===== config.mk =====
export PLATFORM = sky130hd
export DESIGN_NAME = ser_addr_rx
export DESIGN_NICKNAME = d
export VERILOG_FILES = /design/src/rtl/arx_pkg.sv /design/src/rtl/arx_sync.sv /design/src/rtl/arx_deser.sv /design/src/rtl/arx_hold.sv /design/src/rtl/ser_addr_rx.sv
export SDC_FILE = /design/constraint.sdc
export NUM_CORES = 1
export LEC_CHECK = 0
export BUFFER_PORTS_ARGS = -buffer_cell sky130_fd_sc_hd__buf_2
export CAP_MARGIN = 20
export CORE_ASPECT_RATIO = 1.2
export CORE_MARGIN = 2
export CORE_UTILIZATION = 52
export DETAILED_ROUTE_END_ITERATION = 10
export PLACE_DENSITY = 0.74
export RECOVER_POWER = 25
export SLEW_MARGIN = 5
export SYNTH_ARGS = -nofsm -noshare
export SYNTH_HDL_FRONTEND = slang
export SYNTH_HIERARCHICAL = 1
export SYNTH_SLANG_ARGS = --single-unit

===== constraint.sdc =====
create_clock -name clk -period 1.76 [get_ports clk]
set_input_delay 0.44 -clock clk [delete_from_list [all_inputs] [get_ports clk]]
set_output_delay 0.44 -clock clk [all_outputs]
set_load 0.01 [all_outputs]

===== src/rtl/arx_pkg.sv =====
package arx_pkg;
   // channel indices of the two serial word receivers
   localparam int CH_ROW = 0;
   localparam int CH_COL = 1;
   localparam int N_CH   = 2;
endpackage


===== src/rtl/arx_sync.sv =====
module arx_sync #(
   parameter int WIDTH  = 1,
   parameter int STAGES = 2
) (
   input  logic             clk,
   input  logic             rst_n,
   input  logic [WIDTH-1:0] d,
   output logic [WIDTH-1:0] q
);
   generate
      if (STAGES == 0) begin : g_bypass
         assign q = d;
      end else begin : g_chain
         logic [WIDTH-1:0] stage [STAGES];
         always_ff @(posedge clk or negedge rst_n) begin
            if (!rst_n) begin
               for (int i = 0; i < STAGES; i++) stage[i] <= '0;
            end else begin
               stage[0] <= d;
               for (int i = 1; i < STAGES; i++) stage[i] <= stage[i-1];
            end
         end
         assign q = stage[STAGES-1];
      end
   endgenerate
endmodule


===== src/rtl/arx_deser.sv =====
module arx_deser #(
   parameter int WORD_W = 8
) (
   input  logic              clk,
   input  logic              rst_n,
   input  logic              stb,
   input  logic              bit_rise,
   input  logic              bit_val,
   output logic [WORD_W-1:0] word,
   output logic              done,
   output logic              bad
);
   localparam int CNT_W = $clog2(WORD_W + 2);
   localparam logic [CNT_W-1:0] CNT_FULL = CNT_W'(WORD_W);
   localparam logic [CNT_W-1:0] CNT_SAT  = CNT_W'(WORD_W + 1);

   logic [CNT_W-1:0] cnt;
   logic             stb_q;
   logic             stb_fall;

   always_ff @(posedge clk or negedge rst_n) begin
      if (!rst_n) begin
         word  <= '0;
         cnt   <= '0;
         stb_q <= 1'b0;
      end else begin
         stb_q <= stb;
         if (stb) begin
            if (bit_rise) begin
               word <= {word[WORD_W-2:0], bit_val};
               if (cnt != CNT_SAT) cnt <= cnt + 1'b1;
            end
         end else begin
            cnt <= '0;
         end
      end
   end

   assign stb_fall = stb_q & ~stb;
   assign done     = stb_fall & (cnt == CNT_FULL);
   assign bad      = stb_fall & (cnt != CNT_FULL);
endmodule


===== src/rtl/arx_hold.sv =====
module arx_hold #(
   parameter int WORD_W    = 8,
   parameter int COL_W     = 6,
   parameter int MODE_W    = 2,
   parameter int ROW_COUNT = 212
) (
   input  logic              clk,
   input  logic              rst_n,
   input  logic              row_done,
   input  logic              row_bad,
   input  logic [WORD_W-1:0] row_word,
   input  logic              col_done,
   input  logic              col_bad,
   input  logic [WORD_W-1:0] col_word,
   output logic [WORD_W-1:0] row_addr,
   output logic [COL_W-1:0]  col_addr,
   output logic [MODE_W-1:0] mode,
   output logic              addr_vld,
   output logic              len_err,
   output logic              row_err
);
   localparam logic [WORD_W-1:0] ROW_LIM = WORD_W'(ROW_COUNT);

   logic [WORD_W-1:0] held_row;
   logic [WORD_W-1:0] row_next;
   logic              row_ok;

   always_comb begin
      row_ok   = row_done && (row_word < ROW_LIM);
      row_next = row_ok ? row_word : held_row;
   end

   always_ff @(posedge clk or negedge rst_n) begin
      if (!rst_n) begin
         held_row <= '0;
         row_addr <= '0;
         col_addr <= '0;
         mode     <= '0;
         addr_vld <= 1'b0;
         len_err  <= 1'b0;
         row_err  <= 1'b0;
      end else begin
         held_row <= row_next;
         addr_vld <= col_done;
         len_err  <= row_bad | col_bad;
         row_err  <= row_done & ~row_ok;
         if (col_done) begin
            row_addr <= row_next;
            col_addr <= col_word[COL_W-1:0];
            mode     <= col_word[WORD_W-1:COL_W];
         end
      end
   end
endmodule


===== src/rtl/ser_addr_rx.sv =====
module ser_addr_rx #(
   parameter int WORD_W      = 8,
   parameter int COL_W       = 6,
   parameter int MODE_W      = 2,
   parameter int ROW_COUNT   = 212,
   parameter int SYNC_STAGES = 2
) (
   input  logic              clk,
   input  logic              rst_n,
   input  logic              sclk,
   input  logic              sdat,
   input  logic              row_stb,
   input  logic              col_stb,
   output logic [WORD_W-1:0] row_addr,
   output logic [COL_W-1:0]  col_addr,
   output logic [MODE_W-1:0] mode,
   output logic              addr_vld,
   output logic              len_err,
   output logic              row_err
);
   import arx_pkg::*;

   localparam int IN_W = 2 + N_CH;

   generate
      if (COL_W + MODE_W != WORD_W) begin : g_bad_split
         $error("column index and mode must fill the word");
      end
      if (ROW_COUNT < 1 || ROW_COUNT > (1 << WORD_W)) begin : g_bad_rows
         $error("row count does not fit the word");
      end
      if (SYNC_STAGES < 0) begin : g_bad_sync
         $error("sync stage count must not be negative");
      end
   endgenerate

   logic [IN_W-1:0]   raw_in, syn_in;
   logic              sclk_s, sdat_s, sclk_q, sclk_rise;
   logic [N_CH-1:0]   stb_s, ch_done, ch_bad;
   logic [WORD_W-1:0] ch_word [N_CH];

   assign raw_in = {col_stb, row_stb, sdat, sclk};

   arx_sync #(.WIDTH(IN_W), .STAGES(SYNC_STAGES)) u_sync (
      .clk(clk), .rst_n(rst_n), .d(raw_in), .q(syn_in)
   );

   assign sclk_s = syn_in[0];
   assign sdat_s = syn_in[1];
   assign stb_s  = syn_in[IN_W-1:2];

   always_ff @(posedge clk or negedge rst_n) begin
      if (!rst_n) sclk_q <= 1'b0;
      else        sclk_q <= sclk_s;
   end
   assign sclk_rise = sclk_s & ~sclk_q;

   generate
      for (genvar c = 0; c < N_CH; c++) begin : g_ch
         arx_deser #(.WORD_W(WORD_W)) u_deser (
            .clk(clk), .rst_n(rst_n), .stb(stb_s[c]),
            .bit_rise(sclk_rise), .bit_val(sdat_s),
            .word(ch_word[c]), .done(ch_done[c]), .bad(ch_bad[c])
         );
      end
   endgenerate

   arx_hold #(
      .WORD_W(WORD_W), .COL_W(COL_W), .MODE_W(MODE_W), .ROW_COUNT(ROW_COUNT)
   ) u_hold (
      .clk(clk), .rst_n(rst_n),
      .row_done(ch_done[CH_ROW]), .row_bad(ch_bad[CH_ROW]), .row_word(ch_word[CH_ROW]),
      .col_done(ch_done[CH_COL]), .col_bad(ch_bad[CH_COL]), .col_word(ch_word[CH_COL]),
      .row_addr(row_addr), .col_addr(col_addr), .mode(mode),
      .addr_vld(addr_vld), .len_err(len_err), .row_err(row_err)
   );
endmodule


==> results.cfg, run 1 <==
[status]
status = finished, violations left
violations = max-capacitance violations, max-slew violations

[yosys]
ys_seq_area_share_pct = 58.4
synth.cell_area_um2 = 2660
syn_inst = 200
synth_warnings = 6
syn-num-nets = 212
ys_seq_elements = 62
yosys.cell_types.count = 39
syn_area_per_cell_um2 = 13.3

[routing]
wl_per_cell_um = 14.2
viasPerCell = 5.37
routed-via-count = 1611
drc = 0
routed_wl_um = 4270
drtPass1Iterations = 4
initialDrtViolationCount = 84
ant_nets = 0

[floorplan]
core_um2 = 4940
start_util_pct = 53.8
row_count = 28
die_area_um2 = 5700
die_x_um = 69.3
ios = 25
die_h_um = 82.3

[final_layout]
antenna_cells = 0
multi_input_area_um2 = 1010
area_growth_pct = 16.9
fin_nets = 247
seq_area_um2 = 1550
drive_gt1_share_pct = 40.8
nFillCells = 380

[grt]
grt_max_degree = 63
grt-ovfl-total = 0
grt_pass1_vias = 1520
grt_util_all_layers_pct = 16.3
grt_antenna_before_repair = 0
grt_pass1_wl_um = 7080

[critical_path]
cp.arrival_ns = 1.89
r2r-start = g_ch[1].u_deser/cnt[0]$_DFFE_PN0P_
rrSetupSlack_ns = 0.09
critPathCaptureType = flip-flop
startpoint = g_ch[1].u_deser/cnt[0]$_DFFE_PN0P_
startpoint_type = flip-flop
timing.rr.end = u_hold/row_addr[2]$_DFFE_PN0P_
crit_path_max_fanout = 11
rr_worst_depth = 8
crit_end = u_hold/row_addr[2]$_DFFE_PN0P_
required_ns = 1.98
critPathKind = flip-flop to flip-flop

[placed_design]
gp_congestion = 0.784
place_ws_ns = 0.0942
port_buffers = 24
dp_hpwl_um = 2750

[cts]
clk_latency_ns = 0.33
cts.clk_slew.worst_paths_ns = 0.07
clock_path_buffers = 2
clock-root-buffer = clkbuf_8
htree_levels = 3
cts_tree = built
cts_buffers = 9
cts.sinks = 62
hold_buffers = 0

[timing]
finalCritPeriodShare_pct = 94.8
finalHoldViolCount = 0
skew_ns = 0.00614
slew_headroom_pct = -0.0605
worst_slack_ns = 0.0910
tns_ns = 0
drv_slew = 32
setup_violations = 0
fmax_mhz = 599
min_period_ns = 1.67
worst_pin_slew_ns = 1.50

[min_path]
min_path_type = input port to flip-flop

[power_and_ir_drop]
powerDensity_nw_per_um2 = 1120
ir_drop_uv = 753
leakagePower_nw = 1.53

[run]
cap_violations = 1
==> power by group <==
group	total (mW)	switching, mW	internal (mW)	leakage (nW)
Clock	1.35	0.519	0.832	0.110
Sequential	1.79	0.200	1.59	0.813
Combinational	0.330	0.155	0.174	0.603
Total	3.47	0.874	2.60	1.53
==> kinds of logic after synthesis <==
group / Yosys count / share of synthesized area (%)
adder cells (fa/ha/maj): 6 / 2.82
buffers and inverters: 17 / 3.72
flip-flops: 62 / 58.4
AND/OR/NAND/NOR: 51 / 10.9
AO/OA/AOI/OAI: 28 / 9.32
XOR/XNOR: 2 / 0.659
multiplexers: 34 / 14.2
==> synthesized netlist by cell type, drive strengths merged <==
library cell / instances / area share [%]
nand2b: 3 / 0.71
nor2: 5 / 0.71
a31o: 2 / 0.66
or3b: 1 / 0.33
o2111ai: 2 / 0.66
inv: 7 / 0.99
nor3b: 1 / 0.28
a211o: 2 / 0.75
a41o: 2 / 0.75
mux2: 29 / 12
buf: 10 / 2.7
nand2: 21 / 3.2
nor3: 1 / 0.61
xnor2: 2 / 0.66
nand4: 2 / 0.47
nand3: 2 / 0.38
o211ai: 1 / 0.80
a21o: 1 / 0.28
a31oi: 3 / 0.71
a21oi: 6 / 1.1
and2: 2 / 0.47
nor2b: 8 / 2.4
o21ai: 2 / 0.80
or2: 1 / 0.24
o31ai: 1 / 0.28
a21boi: 4 / 1.7
or3: 2 / 0.56
dfrtp: 62 / 58
o2111a: 1 / 0.42
ha: 6 / 2.8
and3b: 2 / 0.66
a311o: 1 / 0.38
mux2i: 5 / 1.9
==> worst max-delay path: stages (launching register included) <==
cell and delay (ns):
dfrtp_1 0.42, inv_2 0.05, ha_1 0.20, nand2_1 0.10, nor2_4 0.06, buf_4 0.14, clkbuf_16 0.15, a41o_1 0.22
a31o_2 0.21
==> layout make-up <==
class	count	area share, %
flip-flops and latches	62	50.0
well taps	60	2.42
inverters	7	0.846
clock inverters	4	2.26
multi-input cells	121	32.7
clock buffers	12	4.67
repair buffers	34	7.17
==> registers in the layout, summed over array words and instances, names as in the netlist <==
name,flops
sclk_q,1
g_ch.u_deser/word,16
g_ch.u_deser/stb_q,2
u_hold/held_row,8
u_hold/row_addr,8
u_hold/mode,2
u_hold/len_err,1
u_hold/col_addr,6
u_sync/q,4
u_sync/g_chain.stage,4
g_ch.u_deser/cnt,8
u_hold/addr_vld,1
u_hold/row_err,1
==> metrics by stage <==
step           cells  hold slack, ns  total power, mW  utilization, %  cell area [µm²]
3_3_place_gp     281           0.332             2.14            57.9             2860
3_5_place_dp     281           0.336             2.16            57.9             2860
2_1_floorplan    200           0.144             2.03               -             2660
6_report         300           0.211             3.47            62.9             3110
4_1_cts          297           0.114             3.51            62.3             3080
5_1_grt          300           0.190             3.65            62.9             3110
==> layout by cell type (no fill, tap or decap), types with 2 or more instances in the layout <==
| master | count |
|---|---|
| inv_1 | 6 |
| dfrtp_1 | 62 |
| or3_2 | 2 |
| a21oi_1 | 6 |
| and3b_1 | 2 |
| a41o_1 | 2 |
| a31oi_1 | 3 |
| and2_1 | 2 |
| o2111ai_1 | 2 |
| nand4_1 | 2 |
| nand2_1 | 19 |
| ha_1 | 6 |
| nand2_2 | 2 |
| clkbuf_1 | 2 |
| nor2b_1 | 5 |
| buf_2 | 24 |
| nand3_1 | 2 |
| nand2b_1 | 3 |
| buf_4 | 7 |
| nor2b_2 | 2 |
| mux2i_1 | 5 |
| a211o_2 | 2 |
| a21boi_2 | 4 |
| xnor2_1 | 2 |
| clkinv_2 | 2 |
| nor2_1 | 4 |
| bufinv_16 | 2 |
| clkbuf_8 | 10 |
| mux2_2 | 29 |
| a31o_2 | 2 |
==> worst min-delay path by stage <==
stage	startpoint	end	slack (ns)	depth (start not counted)
5_1_grt	row_stb	u_sync/g_chain.stage[6]$_DFF_PN0_	0.19	1
2_1_floorplan	rst_n	g_ch[0].u_deser/cnt[0]$_DFFE_PN0P_	0.14	0
4_1_cts	rst_n	g_ch[0].u_deser/cnt[0]$_DFFE_PN0P_	0.11	2
3_5_place_dp	u_sync/g_chain.stage[4]$_DFF_PN0_	u_sync/q[0]$_DFF_PN0_	0.34	0
6_report	sdat	u_sync/g_chain.stage[5]$_DFF_PN0_	0.21	1
3_3_place_gp	u_sync/g_chain.stage[6]$_DFF_PN0_	u_sync/q[2]$_DFF_PN0_	0.33	0
==> metal layers <==
layer	GRT usage, %	share of wire, %
met5	0	0
met2	24.9	46
met1	20.9	47
met4	7.06	1.4
met3	6.55	4.7
==> repair_timing <==
action                     CTS  global route
setup buffers                0             2
gates resized for setup      0             2
setup endpoints to repair    0             2
Note: power is estimated with default switching activity, not from simulation.
==> run 2: changes to the inputs <==
--- a/config.mk
+++ b/config.mk
@@ -7,11 +7,10 @@
 export LEC_CHECK = 0
 export BUFFER_PORTS_ARGS = -buffer_cell sky130_fd_sc_hd__buf_2
 export CAP_MARGIN = 20
-export CORE_ASPECT_RATIO = 1.2
 export CORE_MARGIN = 2
 export CORE_UTILIZATION = 52
 export DETAILED_ROUTE_END_ITERATION = 10
-export PLACE_DENSITY = 0.74
+export PLACE_DENSITY_LB_ADDON = 0.08
 export RECOVER_POWER = 25
 export SLEW_MARGIN = 5
 export SYNTH_ARGS = -nofsm -noshare
==> results.cfg, run 2 (synthesis gave the netlist of run 1 again) <==
[timing]
slew_headroom_pct = 1.40
setup_violations = 0
finalHoldViolCount = 0
rsz0062_at_grt = no
fmax_mhz = 604
finalCritPeriodShare_pct = 94.1
worst_slack_ns = 0.104
drv_slew = 0
tns_ns = 0
worst_pin_slew_ns = 1.48
min_period_ns = 1.66
skew_ns = 0.00807

[critical_path]
required_ns = 2.02
crit_path_max_fanout = 22
critPathCaptureType = flip-flop
rr_worst_depth = 8
cp.arrival_ns = 1.92
startpoint_type = flip-flop
critPathKind = flip-flop to flip-flop

[grt]
grt_util_all_layers_pct = 18.3
grtUsageMet3_pct = 4.10
grt_pass1_vias = 1609
busiest_layer = met2
grt.met1_usage_pct = 25.3
grt_pass1_wl_um = 7580
grt_max_degree = 63
grt_antenna_before_repair = 0
grtUsageMet2_pct = 26.7
grt-ovfl-total = 0

[cts]
hold_buffers = 0
clock-root-buffer = clkbuf_8
htree_levels = 3
cts_tree = built
clk_latency_ns = 0.33
cts.clk_slew.worst_paths_ns = 0.06
cts.sinks = 62
clock_path_buffers = 2
cts_buffers = 9

[routing]
wl_per_cell_um = 14.4
initialDrtViolationCount = 79
drc = 0
routed-via-count = 1576
routed_wl_um = 4460
ant_nets = 0
drtPass1Iterations = 4
viasPerCell = 5.08

[floorplan]
die_x_um = 75.5
start_util_pct = 53.0
core_um2 = 5010
row_count = 26
die_area_um2 = 5700
die_h_um = 75.5
ios = 25

[final_layout]
final_cell_mix = dfrtp_1, mux2_2, buf_2, nand2_1, clkbuf_8
top_register = g_ch.u_deser/word
fin_nets = 247
nFillCells = 429
antenna_cells = 0
stdcell_count = 310
layout_commonest_cell = dfrtp_1
area_growth_pct = 16.1
largest_reg_flops = 16
drive_gt1_share_pct = 40.4
final_util_pct = 61.6

[power_and_ir_drop]
ir_drop_uv = 631
powerDensity_nw_per_um2 = 1100
leakagePower_nw = 1.51

[placed_design]
gp_congestion = 0.762
dp_hpwl_um = 3060
port_buffers = 24
place_ws_ns = 0.0609
dp_cells = 291

[status]
status = finished clean

[min_path]
hold_path_depth = 1
min_path_type = input port to flip-flop

[run]
cap_violations = 0
==> run 2: cell types whose count changed in the layout (fill, tap and decap cells not counted) <==
| cell | previous run | this run |
|---|---|---|
| clkinv_2 | 2 | 1 |
| inv_2 | 1 | 0 |
| inv_1 | 6 | 7 |
| bufinv_16 | 2 | 1 |
| clkbuf_8 | 10 | 11 |
| clkbuf_16 | 1 | 0 |
| clkinvlp_4 | 0 | 1 |
| buf_4 | 7 | 8 |
==> run 2: through the flow <==
step	cell area, µm²	hold slack [ns]	total power [mW]
floorplan	2660	0.144	2.03
global placement	2870	0.332	2.14
detailed placement	2870	0.342	2.18
CTS	3070	0.117	3.43
global route	3090	0.201	3.58
finish	3090	0.214	3.38
==> run 2: timing repair <==
item,CTS,global route
buffers inserted,0,3
resized for setup,0,1
hold endpoints to repair,0,0
setup endpoints to repair,0,4
==> run 2: final timing paths <==
path / from / endpoint / slack [ns]
max in group asynchronous: rst_n / u_hold/row_addr[7]$_DFFE_PN0P_ / 0.32
min in group asynchronous: rst_n / u_sync/q[0]$_DFF_PN0_ / 0.55
max: g_ch[1].u_deser/cnt[1]$_DFFE_PN0P_ / u_hold/row_addr[0]$_DFFE_PN0P_ / 0.10
max reg2reg: g_ch[1].u_deser/cnt[1]$_DFFE_PN0P_ / u_hold/row_addr[0]$_DFFE_PN0P_ / 0.10
min: row_stb / u_sync/g_chain.stage[6]$_DFF_PN0_ / 0.21
min reg2reg: u_sync/g_chain.stage[6]$_DFF_PN0_ / u_sync/q[2]$_DFF_PN0_ / 0.35
==> run 2: power breakdown <==
group,switching [mW],internal [mW],total (mW)
clock,0.506,0.730,1.24
combinational,0.161,0.177,0.338
sequential,0.214,1.59,1.81
==> run 2: cell type report <==
class | count | area [µm²] | area share (%)
clock buffer | 13 | 159 | 5.15
clock inverter | 3 | 42.5 | 1.38
inverter | 7 | 26.3 | 0.851
multi-input combinational | 121 | 1010 | 32.9
sequential | 62 | 1550 | 50.3
tap | 70 | 87.6 | 2.84
timing repair buffer | 34 | 205 | 6.65
==> run 2: worst max-delay path: stages (launching register included) <==
cell,delay (ns)
dfrtp_1,0.41
inv_1,0.09
ha_1,0.16
nand2_1,0.09
nor2_4,0.13
buf_12,0.16
nand2_1,0.06
or3_2,0.40
nand3_1,0.09
==> run 2: metal layers <==
layer  routed length (µm)  part of all wire [%]  vias up
li1                     -                     -      776
met1                 2120                    48      763
met2                 2080                    47       26
met3                  147                   3.3       11
met4                  111                   2.5        0
met5                    0                     0        -
